[config.mk]
export PLATFORM = sky130hd
export DESIGN_NAME = zrc_coder
export DESIGN_NICKNAME = d
export VERILOG_FILES = /design/src/rtl/zrc_pkg.sv /design/src/rtl/zrc_thresh.sv /design/src/rtl/zrc_thr_reg.sv /design/src/rtl/zrc_apx_pass.sv /design/src/rtl/zrc_runeng.sv /design/src/rtl/zrc_coder.sv
export SDC_FILE = /design/constraint.sdc
export NUM_CORES = 1
export LEC_CHECK = 0
export ABC_CLOCK_PERIOD_IN_PS = 9190
export BUFFER_PORTS_ARGS = -buffer_cell sky130_fd_sc_hd__buf_2
export CAP_MARGIN = 30
export CORE_ASPECT_RATIO = 0.7
export CORE_MARGIN = 2
export CORE_UTILIZATION = 50
export DETAILED_ROUTE_END_ITERATION = 16
export PLACE_DENSITY = 0.77
export SETUP_SLACK_MARGIN = 0.4
export SYNTH_ARGS = -nofsm -noshare
export SYNTH_HDL_FRONTEND = slang
export SYNTH_SLANG_ARGS = --single-unit
export TNS_END_PERCENT = 1
[constraint.sdc]
create_clock -name clk -period 9.19 [get_ports clk]
set_clock_uncertainty 0.05 [all_clocks]
set_input_delay 0.4595 -clock clk [delete_from_list [all_inputs] [get_ports clk]]
set_output_delay 0.4595 -clock clk [all_outputs]
set_load 0.01 [all_outputs]
[src/rtl/zrc_pkg.sv]
package zrc_pkg;

    localparam int LANES = 5;
    localparam int IDX_W = 3;

    typedef enum logic [1:0] {
        PH_ZERO  = 2'd0,
        PH_OPEN  = 2'd1,
        PH_SCAN  = 2'd2,
        PH_FLUSH = 2'd3
    } phase_e;

    // Lowest set lane at or above 'from'; LANES when none.
    function automatic logic [IDX_W-1:0] first_nz_from(
        input logic [LANES-1:0] m,
        input logic [IDX_W-1:0] from
    );
        logic [IDX_W-1:0] r;
        r = IDX_W'(LANES);
        for (int i = LANES - 1; i >= 0; i--) begin
            if (m[i] && (IDX_W'(i) >= from)) r = IDX_W'(i);
        end
        return r;
    endfunction

    // Any set lane strictly above 'from'.
    function automatic logic nz_above(
        input logic [LANES-1:0] m,
        input logic [IDX_W-1:0] from
    );
        logic r;
        r = 1'b0;
        for (int i = 0; i < LANES; i++) begin
            if (m[i] && (IDX_W'(i) > from)) r = 1'b1;
        end
        return r;
    endfunction

endpackage

[src/rtl/zrc_thresh.sv]
module zrc_thresh
    import zrc_pkg::*;
#(
    parameter int W = 12
) (
    input  logic [LANES*W-1:0] raw,
    input  logic [W-1:0]       thr,
    output logic [LANES*W-1:0] kept,
    output logic [LANES-1:0]   nz
);

    for (genvar k = 0; k < LANES; k++) begin : g_lane
        logic [W-1:0] c;
        logic [W-1:0] mag;
        logic         drop;
        assign c    = raw[k*W +: W];
        assign mag  = c[W-1] ? (-c) : c;
        assign drop = (mag < thr);
        assign kept[k*W +: W] = drop ? '0 : c;
        assign nz[k] = !drop && (c != '0);
    end

endmodule

[src/rtl/zrc_thr_reg.sv]
module zrc_thr_reg #(
    parameter int W = 12,
    parameter logic [W-1:0] THR_RESET = '0
) (
    input  logic         clk,
    input  logic         rst,
    input  logic         we,
    input  logic [W-1:0] wdata,
    input  logic         row_end,
    output logic [W-1:0] active
);

    logic [W-1:0] pend;

    always_ff @(posedge clk) begin
        if (rst) begin
            pend   <= THR_RESET;
            active <= THR_RESET;
        end else begin
            if (we) pend <= wdata;
            if (row_end) active <= we ? wdata : pend;
        end
    end

endmodule

[src/rtl/zrc_apx_pass.sv]
module zrc_apx_pass #(
    parameter int AW = 12
) (
    input  logic          clk,
    input  logic          rst,
    input  logic          in_valid,
    input  logic [AW-1:0] in_data,
    output logic          out_valid,
    output logic [AW-1:0] out_data
);

    always_ff @(posedge clk) begin
        if (rst) begin
            out_valid <= 1'b0;
            out_data  <= '0;
        end else begin
            out_valid <= in_valid;
            if (in_valid) out_data <= in_data;
        end
    end

endmodule

[src/rtl/zrc_runeng.sv]
module zrc_runeng
    import zrc_pkg::*;
#(
    parameter int W     = 12,
    parameter int RUN_W = 8
) (
    input  logic               clk,
    input  logic               rst,
    input  logic               in_valid,
    output logic               in_ready,
    input  logic               in_eol,
    input  logic [LANES*W-1:0] in_coef,
    input  logic [LANES-1:0]   in_nz,
    output logic               tok_valid,
    input  logic               tok_ready,
    output logic               tok_is_run,
    output logic [W-1:0]       tok_val
);

    localparam int RUN_MAX = (1 << RUN_W) - 1;

    logic             busy;
    logic [W-1:0]     coef [LANES];
    logic [LANES-1:0] mask;
    logic             eol;
    phase_e           phase;
    logic [IDX_W-1:0] idx;
    logic [RUN_W-1:0] run;

    logic accept, slot_free, step;
    assign in_ready  = !busy;
    assign accept    = in_valid && !busy;
    assign slot_free = !tok_valid || tok_ready;
    assign step      = busy && slot_free;

    logic             emit, e_run, n_done, do_scan;
    logic [W-1:0]     e_val;
    phase_e           n_phase;
    logic [IDX_W-1:0] n_idx, p;
    logic [RUN_W-1:0] n_run;
    logic [RUN_W:0]   sum;
    logic             rest;

    always_comb begin
        emit    = 1'b0;
        e_run   = 1'b0;
        e_val   = '0;
        n_phase = phase;
        n_idx   = idx;
        n_run   = run;
        n_done  = 1'b0;
        do_scan = 1'b0;
        p       = first_nz_from(mask, idx);
        rest    = nz_above(mask, idx);
        sum     = {1'b0, run} + (RUN_W+1)'(LANES);
        case (phase)
            PH_ZERO: begin
                if (sum >= (RUN_W+1)'(RUN_MAX)) begin
                    emit  = 1'b1;
                    e_run = 1'b1;
                    e_val = W'(RUN_MAX);
                    n_run = RUN_W'(sum - (RUN_W+1)'(RUN_MAX));
                end else begin
                    n_run = RUN_W'(sum);
                end
                if (eol) n_phase = PH_FLUSH;
                else     n_done  = 1'b1;
            end
            PH_OPEN: begin
                if (run != '0) begin
                    emit    = 1'b1;
                    e_run   = 1'b1;
                    e_val   = W'(run);
                    n_run   = '0;
                    n_phase = PH_SCAN;
                end else begin
                    do_scan = 1'b1;
                end
            end
            PH_SCAN: do_scan = 1'b1;
            PH_FLUSH: begin
                if (run != '0) begin
                    emit  = 1'b1;
                    e_run = 1'b1;
                    e_val = W'(run);
                end
                n_run  = '0;
                n_done = 1'b1;
            end
            default: n_done = 1'b1;
        endcase
        if (do_scan) begin
            emit = 1'b1;
            if (p != idx) begin
                e_run   = 1'b1;
                e_val   = W'(p - idx);
                n_idx   = p;
                n_phase = PH_SCAN;
            end else begin
                e_run = 1'b0;
                e_val = coef[idx];
                if (rest) begin
                    n_idx   = idx + IDX_W'(1);
                    n_phase = PH_SCAN;
                end else begin
                    n_run = RUN_W'(IDX_W'(LANES - 1) - idx);
                    if (eol) n_phase = PH_FLUSH;
                    else     n_done  = 1'b1;
                end
            end
        end
    end

    always_ff @(posedge clk) begin
        if (rst) begin
            busy       <= 1'b0;
            mask       <= '0;
            eol        <= 1'b0;
            phase      <= PH_ZERO;
            idx        <= '0;
            run        <= '0;
            tok_valid  <= 1'b0;
            tok_is_run <= 1'b0;
            tok_val    <= '0;
            for (int k = 0; k < LANES; k++) coef[k] <= '0;
        end else begin
            if (accept) begin
                busy  <= 1'b1;
                mask  <= in_nz;
                eol   <= in_eol;
                idx   <= '0;
                phase <= (in_nz == '0) ? PH_ZERO : PH_OPEN;
                for (int k = 0; k < LANES; k++) coef[k] <= in_coef[k*W +: W];
            end
            if (step) begin
                phase <= n_phase;
                idx   <= n_idx;
                run   <= n_run;
                if (n_done) busy <= 1'b0;
            end
            if (slot_free) begin
                tok_valid <= step && emit;
                if (step && emit) begin
                    tok_is_run <= e_run;
                    tok_val    <= e_val;
                end
            end
        end
    end

endmodule

[src/rtl/zrc_coder.sv]
module zrc_coder
    import zrc_pkg::*;
#(
    parameter int COEF_W = 12,
    parameter int RUN_W  = 8,
    parameter int APX_W  = 12,
    parameter logic [COEF_W-1:0] THR_RESET = COEF_W'(4)
) (
    input  logic                    clk,
    input  logic                    rst,
    input  logic                    thr_we,
    input  logic [COEF_W-1:0]       thr_wdata,
    input  logic                    det_valid,
    output logic                    det_ready,
    input  logic                    det_eol,
    input  logic [LANES*COEF_W-1:0] det_data,
    input  logic                    apx_in_valid,
    input  logic [APX_W-1:0]        apx_in_data,
    output logic                    apx_out_valid,
    output logic [APX_W-1:0]        apx_out_data,
    output logic                    tok_valid,
    input  logic                    tok_ready,
    output logic                    tok_is_run,
    output logic [COEF_W-1:0]       tok_val
);

    logic [COEF_W-1:0]       thr_active;
    logic [LANES*COEF_W-1:0] kept;
    logic [LANES-1:0]        nz;
    logic                    row_end;

    assign row_end = det_valid && det_ready && det_eol;

    zrc_thr_reg #(.W(COEF_W), .THR_RESET(THR_RESET)) u_thr (
        .clk    (clk),
        .rst    (rst),
        .we     (thr_we),
        .wdata  (thr_wdata),
        .row_end(row_end),
        .active (thr_active)
    );

    zrc_thresh #(.W(COEF_W)) u_cut (
        .raw (det_data),
        .thr (thr_active),
        .kept(kept),
        .nz  (nz)
    );

    zrc_runeng #(.W(COEF_W), .RUN_W(RUN_W)) u_eng (
        .clk       (clk),
        .rst       (rst),
        .in_valid  (det_valid),
        .in_ready  (det_ready),
        .in_eol    (det_eol),
        .in_coef   (kept),
        .in_nz     (nz),
        .tok_valid (tok_valid),
        .tok_ready (tok_ready),
        .tok_is_run(tok_is_run),
        .tok_val   (tok_val)
    );

    zrc_apx_pass #(.AW(APX_W)) u_apx (
        .clk      (clk),
        .rst      (rst),
        .in_valid (apx_in_valid),
        .in_data  (apx_in_data),
        .out_valid(apx_out_valid),
        .out_data (apx_out_data)
    );

endmodule

After elaboration in Yosys (flattened, before gate mapping)
Memory sizes are Yosys's and may differ from the RTL's. A register that Yosys moved wholly into a read port is not among the register bits. Cells that the tools add are included. W data, S select, Z words.

Flip-flop bits (word level): 71. Bits in latches: 0. Memory bits (writable): 60. ROM bits: 0. Input bits: 91. Output and inout port bits: 28. Memories kept: 1.

Add/sub/neg operators: 10. $mul: 0. Div/mod/pow operators: 0. $lt $le $gt $ge: 16. Eq/ne operators: 6. Shift-type cells: 0. Multiplexer cells: 76. Bitwise operators: 5. Reduce and logical (&&, ||, !) cells: 39.

Memory list: u_eng.coef (depth 5, bits a word 12, read ports 1, clocked after memory_dff 1, write ports 5, RTL line zrc_runeng.sv:23) `logic [W-1:0] coef [LANES];`.

Operator list (count): $mux W12 (18); $lt A12 B12 Y1 (5); $neg A12 Y12 (5); $reduce_bool A12 Y1 (5); $mux W8 (7); $mux W3 (11); $mux W1 (26); $pmux W12 S2 (1); $pmux W8 S3 (1); $logic_and A1 B1 Y1 (19); $mux W2 (8); $add A8 B3 Y9 const B (1); $ge A9 B8 Y1 const B (1); $reduce_bool A8 Y1 (1); $sub A8 B8 Y8 const B (1); $logic_not A1 Y1 (7); $ge A1 B3 Y1 const A (2); $ge A2 B3 Y1 const A (2); $gt A1 B3 Y1 const A (2); $gt A2 B3 Y1 const A (2); $pmux W1 S2 (3); $logic_not A5 Y1 (1); $or A1 B1 Y1 (5); $eq A2 B2 Y1 const B (2); other kinds (16) (16).

Depth between registers and ports, before layout
Depth in word-level cells: 13. Depth in mapped cells: 15. Mapped depth without buffers: 15.

Modules after synthesis
From an unflattened synthesis, not the netlist that was laid out.

Cells, all modules: 1001. Area total of the unflattened synthesis: 9322.7 sq um.

Modules (own cells, without submodules): zrc_runeng (instances 1, cells each 500, area an instance 5230.0 sq um, seq. area each 2542.4 sq um); zrc_thresh (instances 1, cells each 381, area an instance 2806.4 sq um, seq. area each 0.0 sq um); zrc_thr_reg (instances 1, cells each 78, area an instance 812.0 sq um, seq. area each 480.5 sq um); zrc_apx_pass (instances 1, cells each 41, area an instance 467.9 sq um, seq. area each 260.2 sq um); zrc_coder (instances 1, cells each 1, area an instance 6.3 sq um, seq. area each 0.0 sq um).

Least setup slack after synthesis
Ideal clock, no wire load.

Path type: input -> register. From: in det_data[3]. To: mem u_eng.coef[0][11], data pin. Library setup time: 0.132 ns. Data arrival time: 3.135 ns. Required time: 9.008 ns. Setup slack: 5.873 ns. Stages on the path: 11. Path through: or3_1 > or2_1 > or4_1 > o31ai_1 > xnor2_1 > ha_1 > nand4_1 > o311ai_1 > nand2_1 > nor2_1 > and2_1.

RTL lines: start, declared (RTL line zrc_coder.sv:16) `input logic [LANES*COEF_W-1:0] det_data,`; end, declared (RTL line zrc_runeng.sv:23).

Worst setup path in the final report
From: reg u_eng.idx[1]. To: reg u_eng.run[4].

Word-level cells in the longest chain between the ends: 10. Elaborated cells on any way between the ends: 35. Classes of those cells: 1 x add/sub; 10 x order compare; 1 x eq/ne; 13 x mux; 10 x reduce/logical.

Ends and longest elaborated chain: start, declared (RTL line zrc_runeng.sv:27) `logic [IDX_W-1:0] idx;`; start signal, assigned (RTL line zrc_runeng.sv:137) `idx <= n_idx;`; $ge A3 B3 Y1 / $gt A1 B3 Y1 (equally long branches) (RTL line zrc_pkg.sv:21, zrc_pkg.sv:34); $logic_and A1 B1 Y1, on equally long branches (RTL line zrc_pkg.sv:21, zrc_pkg.sv:34); $mux W1, on equally long branches (RTL line zrc_pkg.sv:21, zrc_pkg.sv:34); $mux W3 / $mux W1 (equally long branches) (4 in series) (RTL line zrc_pkg.sv:21, zrc_pkg.sv:34); $ne A3 B3 Y1 / $mux W8 (equally long branches) (RTL line zrc_runeng.sv:94, zrc_runeng.sv:102); $mux W8 (*) (RTL line zrc_runeng.sv:94) `if (p != idx) begin`; $mux W8 (*) (RTL line zrc_runeng.sv:92) `if (do_scan) begin`; end signal, assigned (RTL line zrc_runeng.sv:138) `run <= n_run;`; end, declared (RTL line zrc_runeng.sv:28) `logic [RUN_W-1:0] run;`.

Every way passes the cells marked *; elsewhere a longest branch is shown, timed or not. A chain may end at the register's enable or synchronous reset.

==> impl_results.md <==
* # DRC at 0
* Worst Path Max Fanout at 13
* Mapped Avg Cell Area at 9.44 um2
* Switching portion of total power at between 30% and 40%
* Max clock buf depth at 2
* Hold WS at between 0.2 and 0.25 ns
* Hpwl dp at 18.6 mm
* Crit path kind: reg -> reg
* Vias in the first global route at 7184
* Distinct cells, synth at between 80 and 90
* Total GRT Usage at a little over a quarter
* Crit path required time at between 9 and 10 ns
* Later-pin clock latency in the skew report at ~0.43 ns
* Area of the die at about 19000 um2
* Synthesized Nets at roughly 1100
* CTS tree: yes
* Fmax at between 200 and 250 MHz
* HP Class: in -> reg
* Clock sinks at between 100 and 150
* Relative slew slack at 33.4%
* Max cap viols at 0
* Nets at roughly 1200
* Clk pin slew, worst setup/hold paths at 0.06 ns
* Seq cells post-synth at approximately 130
* RSZ-0062 raised after global routing: false
* Synthesized instance count at 938
* Setup bufs post-CTS at 0
* Layout cells sized above 1 at a little under a fifth
* Worst VDD drop at between 0.1 and 0.15 mV
* Total grt overflow at 0
* Int Pwr at 0.00131 W
* Power Total at between 0.002 and 0.0025 W
* Post-synthesis sequential area ratio at 37.1%
* Clock power frac at roughly a third
* Final slew viol count at 0
* Leakage at 4.08 nW
* Worst Tran Pin Value at ~0.99 ns
* Top-area cell type share of the netlist area at around 20%
* Synth Flop Type: dfxtp_1
* Core box area at ~17000 um2
* Ys async rst share at 0%
* DRT iter0 DRCs at approximately 730
* Root Buffer: clkbuf_16
* Row count at 40
* Minimum clock period at between 4 and 5 ns
* Largest net degree at the start of global routing at just over 70
* Worst Slack Setup Final at ~5.0 ns
* Grt met1 use at 38.5%
* Layout Utilization at between 50% and 60%
* Number of synthesized flops with an enable pin at 60
* Routing usage on met3 at under 10%
* H-tree levels at 4
* Main area contributors after synthesis: edfxtp_1 20%, dfxtp_1 17%, ha_1 11%, xnor2_1 4.6%, and2_1 4.0%
* Area leader, netlist: edfxtp_1
* Area growth from synthesis to layout at 14.6%
* WL/cell at 19.7 um
* Drt total wl at between 20 and 30 mm
* Die X-Extent at roughly 160 um
* Via-per-instance ratio at 5.98
* Status: finished, final reports clean
* Die Y at 115 um
* IO Port Bufs at ~120
* Vias at about 7700
* Tcrit/Tclk final at 45.7%
* CP Launch Type: flop
* Power density over cell area at between 150 and 200 nW/um2
* CTS resizes at 0
* Sequential power share at between 30% and 40%
* CP arrival at 4.47 ns
* Final hold violations at 0
* I/O pin count at 119
* Most frequent cells in the layout: 118 x buf_2, 86 x nand2_1, 75 x ha_1, 74 x dfxtp_1, 68 x nor2_1
* RePlAce Congestion at ~0.94
* Antenna violations before repair at 0
* Final setup viols at 0
* Comb pwr share at 29.6%
* Commonest non-fill, non-tap cell in the layout: buf_2
* Dpl ws at between 5 and 6 ns
* Setup TNS at 0 ns
* ANT nets after route at 0
* First-pass GRT wire length at 38.7 mm
* Detailed Routing Iterations Pass 1 at 8
* Hold_buf cts at 0
* Met2 Use GR at between 30 and 40%
* YS warnings at 0
* CTS Buf Count at 17
* Critical path endpoint category: flop
* Initial Util at roughly half
* GR peak layer: met2
* Mapped cell area at 8860 um2
* Switching power at around 0.0007 W
Yosys cell counts (21+ instances only):
| master | number |
|---|---|
| edfxtp_1 | 60 |
| nor2_1 | 68 |
| and2_1 | 56 |
| ha_1 | 75 |
| dfxtp_1 | 74 |
| o21ai_0 | 46 |
| xnor2_1 | 47 |
| clkbuf_1 | 27 |
| a21oi_1 | 48 |
| nand2_1 | 86 |
| mux2i_1 | 27 |
| nor3_1 | 28 |
| a211oi_1 | 25 |
| o31ai_1 | 21 |
| inv_1 | 43 |
sequential cells by signal (all words and copies together) (netlist names), named ones only:
signal / cells
u_eng.tok_val: 12
u_eng.eol: 1
u_eng.coef: 60
u_apx.out_data: 12
u_thr.active: 12
u_eng.mask: 5
u_eng.busy: 1
u_eng.idx: 3
u_thr.pend: 12
u_apx.out_valid: 1
u_eng.run: 8
u_eng.phase: 2
u_eng.tok_is_run: 1
u_eng.tok_valid: 1
final cells by class:
| type | count | area, um2 |
|---|---|---|
| clock inverter | 12 | 113 |
| inverter | 43 | 161 |
| fill | 1483 | 7120 |
| timing repair buffer | 121 | 613 |
| multi-input combinational | 719 | 5220 |
| clock buffer | 20 | 468 |
| tap | 231 | 289 |
| sequential | 134 | 3280 |
| antenna | 1 | 2.50 |
cell families after synthesis:
logic type	count (synthesis)	synth area share (%)
AOI/OAI and AO/OA	219	17.1
xor gates and xnor gates	50	5.03
muxes	44	6.74
DFF	134	37.1
buffers and inverters	85	4.03
adders and majority gates	76	10.8
and+or+nand+nor	330	19.2
worst paths after layout:
| kind | start | endpoint | slack (ns) | cells past startpoint |
|---|---|---|---|---|
| setup / recovery | u_eng.idx[1]$_SDFFE_PP0P_ | u_eng.run[4]$_SDFFE_PP0P_ | 4.99 | 13 |
| hold / removal | apx_in_data[5] | u_apx.out_data[5]$_SDFFE_PP0P_ | 0.21 | 3 |
| setup reg to reg | u_eng.idx[1]$_SDFFE_PP0P_ | u_eng.run[4]$_SDFFE_PP0P_ | 4.99 | 13 |
| hold reg to reg | u_eng.tok_val[0]$_SDFFE_PP0P_ | u_eng.tok_val[0]$_SDFFE_PP0P_ | 0.41 | 2 |
metal layers:
layer | wire [um] | share of wire, % | up-vias
li1 | - | - | 3620
met1 | 11400 | 45 | 3621
met2 | 10600 | 42 | 384
met3 | 2800 | 11 | 38
met4 | 373 | 1.5 | 0
met5 | 0 | 0 | -
metrics by stage:
| stage | cell area, um2 | instances |
|---|---|---|
| final | 10100 | 1281 |
| after global routing | 10100 | 1280 |
| after CTS | 10100 | 1280 |
| after detailed placement | 9560 | 1248 |
| after global placement | 9560 | 1248 |
| after floorplan | 8860 | 938 |
critical path: stages, from the launching register on:
cell      delay (ns)
dfxtp_1         0.47
inv_1           0.17
ha_1            0.23
ha_1            0.19
o21ai_0         0.21
nand2_1         0.10
nor3_1          0.39
ha_1            0.24
nand3_1         0.40
a21oi_1         0.37
nand3_1         0.46
nor3_2          0.38
a211oi_1        0.11
a311oi_1        0.34
power by group through the flow:
stage                     clock network, W  logic [W]  registers [W]
after floorplan                          0   0.000428       0.000721
after global placement                   0   0.000561       0.000744
after detailed placement                 0   0.000572       0.000745
after CTS                         0.000687   0.000581       0.000733
after global routing              0.000710   0.000652       0.000741
final                             0.000685   0.000597       0.000735
(Power assumes the default switching activity.)
